<file path="config.mk">
export PLATFORM = sky130hd
export DESIGN_NAME = bus_hs_ctrl
export DESIGN_NICKNAME = d
export VERILOG_FILES = /design/src/rtl/bus_hs_ctrl.sv
export SDC_FILE = /design/constraint.sdc
export NUM_CORES = 1
export LEC_CHECK = 0
export ABC_CLOCK_PERIOD_IN_PS = 4500
export BUFFER_PORTS_ARGS = -buffer_cell sky130_fd_sc_hd__buf_2
export CAP_MARGIN = 30
export CORE_MARGIN = 1
export CORE_UTILIZATION = 59
export DETAILED_ROUTE_END_ITERATION = 10
export MAX_ROUTING_LAYER = met4
export PLACE_DENSITY_LB_ADDON = 0.3
export SLEW_MARGIN = 30
export SYNTH_ARGS = -nofsm -noshare
export SYNTH_HDL_FRONTEND = slang
export SYNTH_SLANG_ARGS = --single-unit
</file>
<file path="constraint.sdc">
create_clock -name clk -period 4.5 [get_ports clk]
set_input_delay 0.225 -clock clk [delete_from_list [all_inputs] [get_ports clk]]
set_output_delay 0.225 -clock clk [all_outputs]
set_load 0.03 [all_outputs]
</file>
<file path="src/rtl/bus_hs_ctrl.sv">
module bus_hs_ctrl #(
  parameter int SYNC_STAGES = 2
) (
  input  logic clk,
  input  logic rst_n,
  input  logic rd_strobe,
  input  logic wr_strobe,
  input  logic dev_ack,
  output logic dev_strobe,
  output logic xcvr_en,
  output logic bus_ack,
  output logic proto_err
);

  typedef enum logic [3:0] {
    S_IDLE, S_RD_REQ, S_RD_DRV, S_RD_ACK, S_RD_DONE,
    S_WR_DRV, S_WR_REQ, S_WR_REL, S_WR_ACK
  } state_t;

  state_t st;
  logic   phase;
  logic [SYNC_STAGES-1:0] rd_q, wr_q, ack_q;

  always_ff @(posedge clk) begin
    if (!rst_n) begin
      rd_q  <= '0;
      wr_q  <= '0;
      ack_q <= '0;
    end else begin
      rd_q  <= {rd_q[SYNC_STAGES-2:0], rd_strobe};
      wr_q  <= {wr_q[SYNC_STAGES-2:0], wr_strobe};
      ack_q <= {ack_q[SYNC_STAGES-2:0], dev_ack};
    end
  end

  wire rd_s  = rd_q[SYNC_STAGES-1];
  wire wr_s  = wr_q[SYNC_STAGES-1];
  wire ack_s = ack_q[SYNC_STAGES-1];

  always_ff @(posedge clk) begin
    if (!rst_n) begin
      st         <= S_IDLE;
      phase      <= 1'b0;
      dev_strobe <= 1'b0;
      xcvr_en    <= 1'b0;
      bus_ack    <= 1'b0;
      proto_err  <= 1'b0;
    end else begin
      proto_err <= 1'b0;
      case (st)
        S_IDLE: begin
          proto_err <= rd_s & wr_s;
          if (phase) begin
            if (!ack_s) phase <= 1'b0;
          end else if (!ack_s && !bus_ack) begin
            if (rd_s && !wr_s) begin
              dev_strobe <= 1'b1;
              st         <= S_RD_REQ;
            end else if (wr_s && !rd_s) begin
              xcvr_en <= 1'b1;
              st      <= S_WR_DRV;
            end
          end
        end
        S_RD_REQ: if (ack_s) begin
          xcvr_en <= 1'b1;
          st      <= S_RD_DRV;
        end
        S_RD_DRV: begin
          bus_ack <= 1'b1;
          st      <= S_RD_ACK;
        end
        S_RD_ACK: if (!rd_s) begin
          xcvr_en <= 1'b0;
          st      <= S_RD_DONE;
        end
        S_RD_DONE: begin
          dev_strobe <= 1'b0;
          bus_ack    <= 1'b0;
          phase      <= 1'b1;
          st         <= S_IDLE;
        end
        S_WR_DRV: begin
          dev_strobe <= 1'b1;
          st         <= S_WR_REQ;
        end
        S_WR_REQ: if (ack_s) begin
          xcvr_en <= 1'b0;
          st      <= S_WR_REL;
        end
        S_WR_REL: begin
          bus_ack <= 1'b1;
          st      <= S_WR_ACK;
        end
        S_WR_ACK: if (!wr_s) begin
          dev_strobe <= 1'b0;
          bus_ack    <= 1'b0;
          phase      <= 1'b1;
          st         <= S_IDLE;
        end
        default: st <= S_IDLE;
      endcase
    end
  end

  AST_RESET_QUIET: assert property (@(posedge clk)
    !rst_n |=> (!dev_strobe && !xcvr_en && !bus_ack && !proto_err));
  AST_STROBE_AFTER_ACK_LOW: assert property (@(posedge clk) disable iff (!rst_n)
    $rose(dev_strobe) |-> !$past(ack_s));
  AST_BUS_ACK_NEEDS_DEV: assert property (@(posedge clk) disable iff (!rst_n)
    $rose(bus_ack) |-> $past(ack_s));
  AST_RELEASE_TOGETHER: assert property (@(posedge clk) disable iff (!rst_n)
    $fell(dev_strobe) |-> $fell(bus_ack));
  AST_ERR_QUIET: assert property (@(posedge clk) disable iff (!rst_n)
    proto_err |-> (!dev_strobe && !xcvr_en && !bus_ack));
  AST_NO_WITHDRAW: assert property (@(posedge clk) disable iff (!rst_n)
    ($past(dev_strobe) && !$past(ack_s)) |-> dev_strobe);

endmodule

</file>
# Word-level counts from Yosys, hierarchy flattened

Index checks and enable logic that the tools add are counted.

$mul: 0
Div/mod/pow operators: 0
Eq/ne operators: 18
Bitwise operators: 1
Order comparisons: 0
Add/sub/neg operators: 0
Shifts and indexed selects: 0
Reductions and logical operators: 19
Mux-type cells: 27

Operators with widths:

| kind               | number |
|---|---|
| $mux 4             | 8 |
| $pmux 4 s8         | 1 |
| $ne 2x2->1 const B | 9 |
| $eq 4x3->1 const B | 4 |
| $mux 1             | 14 |
| $eq 4x2->1 const B | 2 |
| $pmux 1 s4         | 2 |
| $reduce_and 8->1   | 1 |
| $reduce_bool 4->1  | 2 |
| $reduce_and 7->1   | 1 |
| $pmux 1 s3         | 2 |
| $reduce_and 2->1   | 3 |
| $reduce_bool 3->1  | 2 |
| $reduce_and 5->1   | 1 |
| $eq 4x1->1 const B | 1 |
| $eq 4x4->1 const B | 1 |
| $logic_not 1->1    | 4 |
| $logic_not 4->1    | 1 |
| $logic_and 1x1->1  | 3 |
| $ne 3x3->1 const B | 1 |
| $reduce_or 2->1    | 1 |
| $and 1x1->1        | 1 |

Memories kept: 0
Flip-flop bits (word level): 15
Bits in writable memories: 0
Bits in read-only memories: 0
Word-level logic and storage cells: 74
Output and inout bits: 4
Latch bits: 0

# Longest topological paths before layout

Gate-level depths: netlist of run 1.

Depth in word-level cells: 7
Mapped depth: 6
Depth with buffers taken out: 6

# Worst setup path after synthesis of run 1

No wires, ideal clock.

Path kind: reg-to-reg
From: register rd_q[1]
To: register st[2]
Cell stages (with the launch flop): 6
Setup time: 72 ps
Required time: 4,428 ps
Path buffers: 0
Data arrival time: 1,584 ps
Setup slack: 2,844 ps
Path through: dfxtp_1 inv_1 ha_1 or4_4 a221oi_2 mux2i_1

Word-level cells in the longest chain between the ends: 5

RTL lines:

| what                     | line | source |
|---|---|---|
| start: declaration       | 22   | `logic [SYNC_STAGES-1:0] rd_q, wr_q, ack_q;` |
| start signal: assignment | 30   | `rd_q <= {rd_q[SYNC_STAGES-2:0], rd_strobe};` |
| $logic_and 1x1->1        | 56   | `if (rd_s && !wr_s) begin` |
| $mux 4                   | 56   |  |
| $mux 4                   | 55   | `end else if (!ack_s && !bus_ack) begin` |
| $mux 4                   | 53   | `if (phase) begin` |
| $pmux 4 s8               | 50   | `case (st)` |
| end signal: assignment   | 58   | `st <= S_RD_REQ;` |
| end signal: assignment   | 61   | `st <= S_WR_DRV;` |
| end signal: assignment   | 67   | `st <= S_RD_DRV;` |
| end: declaration         | 20   | `state_t st;` |

Parallel ways exist; a longest one is shown, timed or not. The select of a mux whose other input is x is not followed.
A chain may end at the register's enable or synchronous reset.

# Worst setup path in the final report of run 1

Ends and elaborated chain as after synthesis.

==> flow_summary.json, run 1 <==
{
  "outcome": "completed",
  "cp.arrival_ns": 2.04,
  "cp.required_ns": 4.74,
  "grt_first_pass_wirelength_mm": 2.70,
  "grt_max_degree": 21,
  "ys_warn_count": 0,
  "initialDrtViolationCount": 35,
  "antenna_found_initial": 0,
  "critPathMaxFanout": 4,
  "drive_gt1_share_pct": 15.2,
  "ant_nets": 0,
  "drv_slew": 0,
  "start_util_pct": 67.8,
  "synthToLayoutAreaGrowth_pct": 6.38,
  "setup.worst_path.end_class": "flop",
  "worst_pin_slew_ns": 0.680,
  "fin_crit_sh_pct": 40.0,
  "power_frac_clock_pct": 18.7,
  "grt_usage_pct": 28.0,
  "synth.avg_cell_area_um2": 8.47,
  "cts_hold_buf": 0,
  "diodes": 0,
  "final_cells": 113,
  "gp_congestion": 0.852,
  "min_period_ns": 1.80,
  "routed_wl_mm": 1.59,
  "synth_cell_type_count": 33,
  "hpwlAfterDp_mm": 1.09,
  "num-nets-final": 108,
  "rows": 12,
  "maxSlewHeadroom_pct": 54.6,
  "rsz0062_at_grt": "no",
  "dieArea_um2": 1520,
  "cts_tree": "yes",
  "cp-start-kind": "flop",
  "wl_per_cell_um": 14.1,
  "htree_levels": 1,
  "ys_seq_area_share_pct": 37.3,
  "finalSetupTns_ns": 0,
  "power_density_nw_per_um2": 513,
  "maxCapViolations": 0,
  "power.leakage_nw": 0.337,
  "pwr-share-seq_pct": 46.1,
  "cts_buffers": 3,
  "switching_share_pct": 39.9,
  "die_w_um": 38.9,
  "viasPerCell": 6.12,
  "insertion_delay_ns": 0.30,
  "ys_seq_elements": 15,
  "drc": 0,
  "cts_root_buf": "clkbuf_4",
  "timing.fmax_ghz": 0.555,
  "syn_area_um2": 805,
  "io_buffers": 8,
  "core-area_um2": 1190,
  "clkTransAtPathRegs_ns": 0.10,
  "cts_setup_buffers": 0,
  "cts_resized": 0,
  "syn_inst": 95,
  "skew_ns": 0.00752,
  "peakVddDrop_mv": 0.312,
  "dp_cells": 109,
  "setup_viol": 0,
  "min_path_type": "primary input to flop",
  "combPwrFrac_pct": 35.2,
  "crit_type": "flop to flop",
  "power_switching_w": 0.000175,
  "internal_power_w": 0.000264,
  "hold_violations": 0,
  "overflow": 0,
  "vias": 691,
  "grt_pass1_vias": 578,
  "clockBufferDepth": 2,
  "die_h_um": 38.9,
  "cts_sinks": 15,
  "io-pin-count": 9,
  "synth_nets": 103,
  "power_w": 0.000439,
  "post-route-util_pct": 72.2,
  "dr.pass1.iters": 4
}
==> power groups by stage <==
stage	combinational (W)	clock, W	sequential [W]
4_1_cts	0.000155	0.0000819	0.000201
6_report	0.000155	0.0000820	0.000203
3_3_place_gp	0.000150	0	0.000203
2_1_floorplan	0.000141	0	0.000187
3_5_place_dp	0.000154	0	0.000204
5_1_grt	0.000173	0.0000874	0.000208
==> cell families (layout without fill, tap and decap cells) <==
logic type | Yosys count | count (layout) | synth area share [%]
adder cells (fa/ha/maj) | 3 | 3 | 4.67
flip-flops | 15 | 15 | 37.3
AO/OA/AOI/OAI | 25 | 25 | 21.5
multiplexers | 2 | 2 | 2.49
AND/OR/NAND/NOR | 37 | 37 | 26.9
XOR/XNOR | 1 | 1 | 1.09
buffers and inverters | 12 | 16 | 6.06
==> worst max-delay path: stages (launching register included) <==
cell and delay, ns:
dfxtp_1 0.39, inv_1 0.09, ha_1 0.30, or4_4 0.44, a221oi_2 0.31, mux2i_1 0.21
==> area by class of cell <==
class	count	area (µm²)
clock inverters	1	5.00
flip-flops and latches	15	300
clock buffers	3	22.5
inverters	4	15.0
fillers	90	330
well taps	14	17.5
repair buffers	8	40.0
multi-input cells	68	455
==> sequential cells by signal, indices dropped and copies added, names as in the netlist <==
| signal | cells |
|---|---|
| st | 4 |
| ack_q | 2 |
| rd_q | 2 |
| wr_q | 2 |
| bus_ack | 1 |
| dev_strobe | 1 |
| phase | 1 |
| proto_err | 1 |
| xcvr_en | 1 |
==> worst paths after layout <==
kind,from,to,slack (ns),cells past startpoint
setup reg to reg,rd_q[1],st[2],2.70,5
hold reg to reg,rd_q[0],rd_q[1],0.45,1
setup / recovery,rd_q[1],st[2],2.70,5
hold / removal,rd_strobe,rd_q[0],0.12,2
==> cell usage in the layout (no fill, tap or decap), types with 3 or more instances in the layout <==
cell type  synthesis  routed
o21ai_0            4       4
nor2b_1            3       3
clkbuf_4           0       3
nor2_1             7       7
nand2b_1           3       3
inv_1              4       4
a21oi_1            8       8
and2_1             7       7
ha_1               3       3
buf_2              3       8
dfxtp_1           15      15
nand2_1            5       5
==> per-layer routing <==
metal | vias up | GRT usage, % | routed length [µm] | part of all wire [%]
met1 | 310 | 36.2 | 704 | 44
li1 | 344 | - | - | -
met3 | 5 | 5.20 | 119 | 7.5
met2 | 32 | 40.8 | 736 | 46
met5 | - | - | 0 | 0
met4 | 0 | 15.5 | 29 | 1.8
==> synthesized netlist by cell type <==
library cell	number	area (µm²)
a2111oi_0	2	17.5
a21boi_0	2	15.0
a21o_1	1	7.51
a21oi_1	8	40.0
a221oi_1	1	8.76
a221oi_2	1	15.0
a31o_2	1	8.76
a32o_1	1	10.0
and2_1	7	43.8
and3_1	1	6.26
buf_2	3	15.0
clkbuf_1	5	18.8
dfxtp_1	15	300
ha_1	3	37.5
inv_1	4	15.0
mux2i_1	2	20.0
nand2_1	5	18.8
nand2b_1	3	18.8
nand3_1	2	10.0
nand3b_1	2	15.0
nand4bb_1	2	22.5
nor2_1	7	26.3
nor2b_1	3	18.8
nor3_1	1	5.00
nor3b_1	1	7.51
nor4_1	2	12.5
o21a_1	1	7.51
o21ai_0	4	20.0
o22ai_1	1	6.26
o31a_1	1	8.76
o31ai_1	1	7.51
or4_4	1	11.3
xnor2_1	1	8.76
==> through the flow <==
stage                     hold slack (ns)  area [µm²]  setup WS (ns)
after floorplan                     0.352         805           2.84
after global placement              0.412         828           2.80
after detailed placement            0.423         828           2.72
after CTS                           0.127         856           2.70
after global routing                0.120         856           2.52
final                               0.123         856           2.70
Note: power is estimated with default switching activity, not from simulation.
==> inputs of run 2 (changes only) <==
--- a/config.mk
+++ b/config.mk
@@ -5,11 +5,11 @@
 export SDC_FILE = /design/constraint.sdc
 export NUM_CORES = 1
 export LEC_CHECK = 0
-export ABC_CLOCK_PERIOD_IN_PS = 4500
+export ABC_CLOCK_PERIOD_IN_PS = 1600
 export BUFFER_PORTS_ARGS = -buffer_cell sky130_fd_sc_hd__buf_2
 export CAP_MARGIN = 30
 export CORE_MARGIN = 1
-export CORE_UTILIZATION = 59
+export CORE_UTILIZATION = 49
 export DETAILED_ROUTE_END_ITERATION = 10
 export MAX_ROUTING_LAYER = met4
 export PLACE_DENSITY_LB_ADDON = 0.3
==> constraint.sdc (replaced) <==
create_clock -name clk -period 1.6 [get_ports clk]
set_input_delay 0.08 -clock clk [delete_from_list [all_inputs] [get_ports clk]]
set_output_delay 0.08 -clock clk [all_outputs]
set_load 0.03 [all_outputs]
==> run 2 against run 1 <==
Compared with the run above: the run now ends with setup timing left; worst hold slack gained 0.011 ns; setup slack worse by 2.8 ns; sequential share of layout area down 5.0 points; first-iteration DRC count shrank 54%; cell area increased by 17%; clock skew is 0.0017 ns lower; combinational power grew to 4.3 times the previous value; non-clock buffer count is 13 higher; flip-flop and latch count is the same; sequential power grew to 2.5 times the previous value.
==> flow_summary.json, run 2 (same netlist as run 1, synthesis figures left out) <==
{
  "outcome": "complete, but fails checks",
  "violations": "setup timing",
  "start_util_pct": 52.8,
  "skew_ns": 0.00585,
  "combPwrFrac_pct": 47.6,
  "top_register": "st",
  "cp.arrival_ns": 1.89,
  "power_frac_clock_pct": 15.9,
  "drc": 0,
  "hpwlAfterDp_mm": 1.20,
  "cts_sinks": 15,
  "grt_first_pass_wirelength_mm": 2.92,
  "cp-start-kind": "flop",
  "switching_share_pct": 38.7,
  "setup.worst_path.end_class": "flop",
  "clockBufferDepth": 2,
  "fin_crit_sh_pct": 105,
  "maxCapViolations": 0,
  "wl_per_cell_um": 15.1,
  "cts_buffers": 3,
  "cp.required_ns": 1.81,
  "cp.buffers_inverters": 1,
  "synthToLayoutAreaGrowth_pct": 24.4,
  "viasPerCell": 5.82,
  "power_w": 0.00140,
  "diodes": 0,
  "routed_wl_mm": 1.94,
  "power_switching_w": 0.000541,
  "min_path_type": "primary input to flop",
  "power.leakage_nw": 0.409,
  "gp_congestion": 0.815,
  "setup_viol": 1,
  "crit_type": "flop to flop",
  "pwr-share-seq_pct": 36.5,
  "grt_usage_pct": 22.4,
  "min_period_ns": 1.68,
  "design_area_um2": 1000,
  "rows": 14,
  "drv_slew": 0,
  "cpMaxStageDelayCell": "or4_4",
  "fillers": 124,
  "insertion_delay_ns": 0.29,
  "timing.fmax_ghz": 0.596,
  "num-nets-final": 121,
  "grt_max_degree": 15,
  "io-pin-count": 9,
  "dpl-instance-area_um2": 900,
  "cts_tree": "yes",
  "finalWorstSetupSlack_ns": -0.0778,
  "clkTransAtPathRegs_ns": 0.10,
  "core-area_um2": 1520,
  "rsz0062_at_grt": "yes",
  "rrSetupSlack_ns": -0.08,
  "power_density_nw_per_um2": 1400,
  "hold_violations": 0,
  "peakVddDrop_mv": 0.820,
  "dieArea_um2": 1810,
  "crit_chain": "inv_2 > ha_4 > or4_4 > a221oi_4 > mux2i_1",
  "finalSetupTns_ns": -0.0778,
  "ant_nets": 0,
  "largest_reg_flops": 4,
  "drive_gt1_share_pct": 26.8,
  "initialDrtViolationCount": 16,
  "die_w_um": 42.5,
  "critPathMaxStageDelay_ns": 0.45,
  "maxSlewHeadroom_pct": 66.9,
  "final_cell_mix": "dfxtp_1 (14), buf_4 (10), a21oi_1 (8), buf_2 (8)",
  "cts_root_buf": "clkbuf_4",
  "final_common_cell": "dfxtp_1",
  "antenna_found_initial": 0,
  "dr.pass1.iters": 4,
  "die_h_um": 42.5,
  "internal_power_w": 0.000858,
  "vias": 745,
  "grt_pass1_vias": 634,
  "overflow": 0,
  "io_buffers": 8,
  "htree_levels": 1,
  "critPathMaxFanout": 3,
  "worst_pin_slew_ns": 0.493,
  "crit_family": "simple AND/OR/NAND/NOR gates"
}
==> run 2: path summary, 6_finish.rpt <==
check / from / to / cells past startpoint
worst min-delay path: rst_n / bus_ack / 3
worst min register to register: ack_q[0] / ack_q[1] / 1
worst max-delay path: rd_q[1] / st[2] / 5
worst max register to register: rd_q[1] / st[2] / 5
==> run 2: through the flow <==
step	hold WS, ns	instances	utilization, %	worst slack, ns
after floorplan	0.207	95	-	0.00480
after global placement	0.284	120	59.0	0.0159
after detailed placement	0.290	120	59.0	-0.0828
after CTS	0.142	127	63.7	-0.0477
after global routing	0.152	128	65.7	-0.106
final	0.134	128	65.7	-0.0778
==> run 2: power by group through the flow <==
stage	registers, W	logic, W	clock network, W
2_1_floorplan	0.000526	0.000399	0
3_3_place_gp	0.000512	0.000562	0
3_5_place_dp	0.000513	0.000578	0
4_1_cts	0.000505	0.000600	0.000225
5_1_grt	0.000521	0.000718	0.000237
6_report	0.000511	0.000666	0.000222
==> run 2: worst register-to-register path: stages (launching register included) <==
cell and delay (ns):
dfxtp_2 0.35, inv_2 0.06, ha_4 0.23, or4_4 0.45, a221oi_4 0.29, mux2i_1 0.22
==> run 2: metal layers <==
| layer | GRT usage (%) | share of wire, % |
|---|---|---|
| met1 | 26.2 | 44 |
| met2 | 38.5 | 50 |
| met3 | 3.88 | 3.5 |
| met4 | 7.50 | 1.9 |
| met5 | - | 0 |
==> run 2: final cells by class <==
type,count,area [µm²],area share (%)
multi-input cells,68,492,49.1
flip-flops and latches,15,302,30.1
repair buffers,21,145,14.5
clock buffers,3,22.5,2.25
well taps,16,20.0,2.00
inverters,4,15.0,1.50
clock inverters,1,5.00,0.500
==> run 2: repair_timing <==
item	CTS	global route
gates resized for setup	3	3
setup buffers	0	1
hold buffers	3	0
hold endpoints to repair	3	0
setup endpoints to repair	3	3
pin swaps	0	1
==> inputs of run 3 (changes only) <==
--- a/config.mk
+++ b/config.mk
@@ -9,7 +9,7 @@
 export BUFFER_PORTS_ARGS = -buffer_cell sky130_fd_sc_hd__buf_2
 export CAP_MARGIN = 30
 export CORE_MARGIN = 1
-export CORE_UTILIZATION = 49
+export CORE_UTILIZATION = 40
 export DETAILED_ROUTE_END_ITERATION = 10
 export MAX_ROUTING_LAYER = met4
 export PLACE_DENSITY_LB_ADDON = 0.3
==> run 3 against run 2 <==
Compared with the run above: the flow still finishes with violations (setup timing); clock power about the same; sequential power is essentially flat; routed wire length shrank 5.2%; combinational power down 4.2%; power decreased by 2.2%; first-iteration DRC count decreased by 50%; cell area up 0.63%; via count fell by 3.1%; global-route usage down 2.3 points; cell count increased by 6.3%; largest power group unchanged.
==> flow_summary.json, run 3 (same netlist as run 1, synthesis figures left out) <==
{
  "die_h_um": 46.8,
  "initialDrtViolationCount": 8,
  "clkTransAtPathRegs_ns": 0.09,
  "io-pin-count": 9,
  "skew_ns": 0.00192,
  "gp_congestion": 0.843,
  "min_path_type": "primary input to flop",
  "rows": 15,
  "htree_levels": 1,
  "crit_type": "flop to flop",
  "core-area_um2": 1800,
  "grt_first_pass_wirelength_mm": 2.89,
  "insertion_delay_ns": 0.28,
  "hold_violations": 0,
  "die_w_um": 46.8,
  "hold_ws_ns": 0.137,
  "cts_sinks": 15,
  "fillers": 171,
  "grt_usage_pct": 20.0,
  "dr.pass1.iters": 4,
  "num-nets-final": 120,
  "antenna_found_initial": 0,
  "top_register": "st",
  "hpwlAfterDp_mm": 1.15,
  "critPathMaxStageDelay_ns": 0.45,
  "clockBufferDepth": 2,
  "regArea_um2": 302,
  "drv_slew": 0,
  "start_util_pct": 44.7,
  "worst_pin_slew_ns": 0.548,
  "post-route-util_pct": 55.9,
  "final_common_cell": "dfxtp_1",
  "synthToLayoutAreaGrowth_pct": 25.2,
  "finalWorstSetupSlack_ns": -0.0232,
  "vias": 722,
  "peakVddDrop_mv": 0.735,
  "io_buffers": 8,
  "dpl-instance-area_um2": 903,
  "maxCapViolations": 0,
  "cts_buffers": 3,
  "setup_viol": 1,
  "rsz0062_at_grt": "yes",
  "power.leakage_nw": 0.401,
  "final_cell_mix": "dfxtp_1 (14), buf_4 (9), a21oi_1 (8), buf_2 (8)",
  "drive_gt1_share_pct": 25.2,
  "critPathMaxFanout": 2,
  "grt_pass1_vias": 620,
  "crit_chain": "inv_4 > ha_4 > or4_4 > a221oi_4 > mux2i_1",
  "min_period_ns": 1.62,
  "largest_reg_flops": 4,
  "cp.required_ns": 1.82,
  "diodes": 0,
  "violations": "setup timing",
  "place_ws_ns": -0.0214,
  "drc": 0,
  "outcome": "complete, but fails checks",
  "cts_tree": "yes",
  "overflow": 0,
  "design_area_um2": 1010,
  "maxSlewHeadroom_pct": 63.1,
  "ant_nets": 0,
  "multi_input_area_um2": 493,
  "viasPerCell": 5.31,
  "cpMaxStageDelayCell": "or4_4",
  "dieArea_um2": 2190,
  "setup.worst_path.end_class": "flop",
  "cp.arrival_ns": 1.85,
  "grt_max_degree": 20,
  "cp-start-kind": "flop",
  "power_density_nw_per_um2": 1360,
  "power_w": 0.00137,
  "cts_root_buf": "clkbuf_4",
  "wl_per_cell_um": 13.5,
  "timing.fmax_ghz": 0.616,
  "fin_crit_sh_pct": 101,
  "routed_wl_mm": 1.84
}
==> run 3: worst max-delay path: cells and delay by family, from the launching register on <==
| kind | cells | cell delay (ns) |
|---|---|---|
| muxes | 1 | 0.20 |
| DFF | 1 | 0.36 |
| buffers and inverters | 1 | 0.04 |
| and+or+nand+nor | 1 | 0.45 |
| adders and majority gates | 1 | 0.22 |
| AOI/OAI and AO/OA | 1 | 0.29 |
==> run 3: stage by stage <==
stage               cells  setup TNS, ns
floorplan              95              0
global placement      128              0
detailed placement    128        -0.0214
CTS                   135              0
global route          136         -0.113
finish                136        -0.0232
==> run 3: area by class of cell <==
| cell class | instances | share of cell area [%] |
|---|---|---|
| inverters | 4 | 1.74 |
| repair buffers | 20 | 13.7 |
| clock buffers | 4 | 2.61 |
| well taps | 25 | 3.11 |
| multi-input cells | 68 | 48.9 |
| flip-flops and latches | 15 | 29.9 |
==> run 3: path summary, 6_finish.rpt <==
path	cells after the start	to	from	slack, ns
worst max-delay path	5	st[2]	rd_q[1]	-0.02
worst min-delay path	3	bus_ack	rst_n	0.14
worst max register to register	5	st[2]	rd_q[1]	-0.02
worst min register to register	1	rd_q[1]	rd_q[0]	0.44
==> run 3: where the power goes <==
group          switching, W  total (W)  leakage [nW]  internal [W]
Sequential        0.0000704   0.000508         0.124      0.000437
Clock              0.000125   0.000222        0.0150     0.0000969
Combinational      0.000332   0.000638         0.263      0.000306
==> run 3: routing by layer <==
layer / up-vias / global-route usage (%) / wire length (µm)
met1: 334 / 27.3 / 898
met5: - / - / 0
met2: 17 / 28.1 / 860
li1: 367 / - / -
met4: 0 / 10.3 / 32
met3: 4 / 3.46 / 47
==> run 3: what timing repair did <==
item / CTS / global route
gates resized for setup: 2 / 5
endpoints found under the setup margin: 2 / 3
endpoints found under the hold margin: 3 / 0
buffers inserted: 0 / 1
cloned: 0 / 0
hold buffers: 3 / 0
pin swaps: 0 / 1
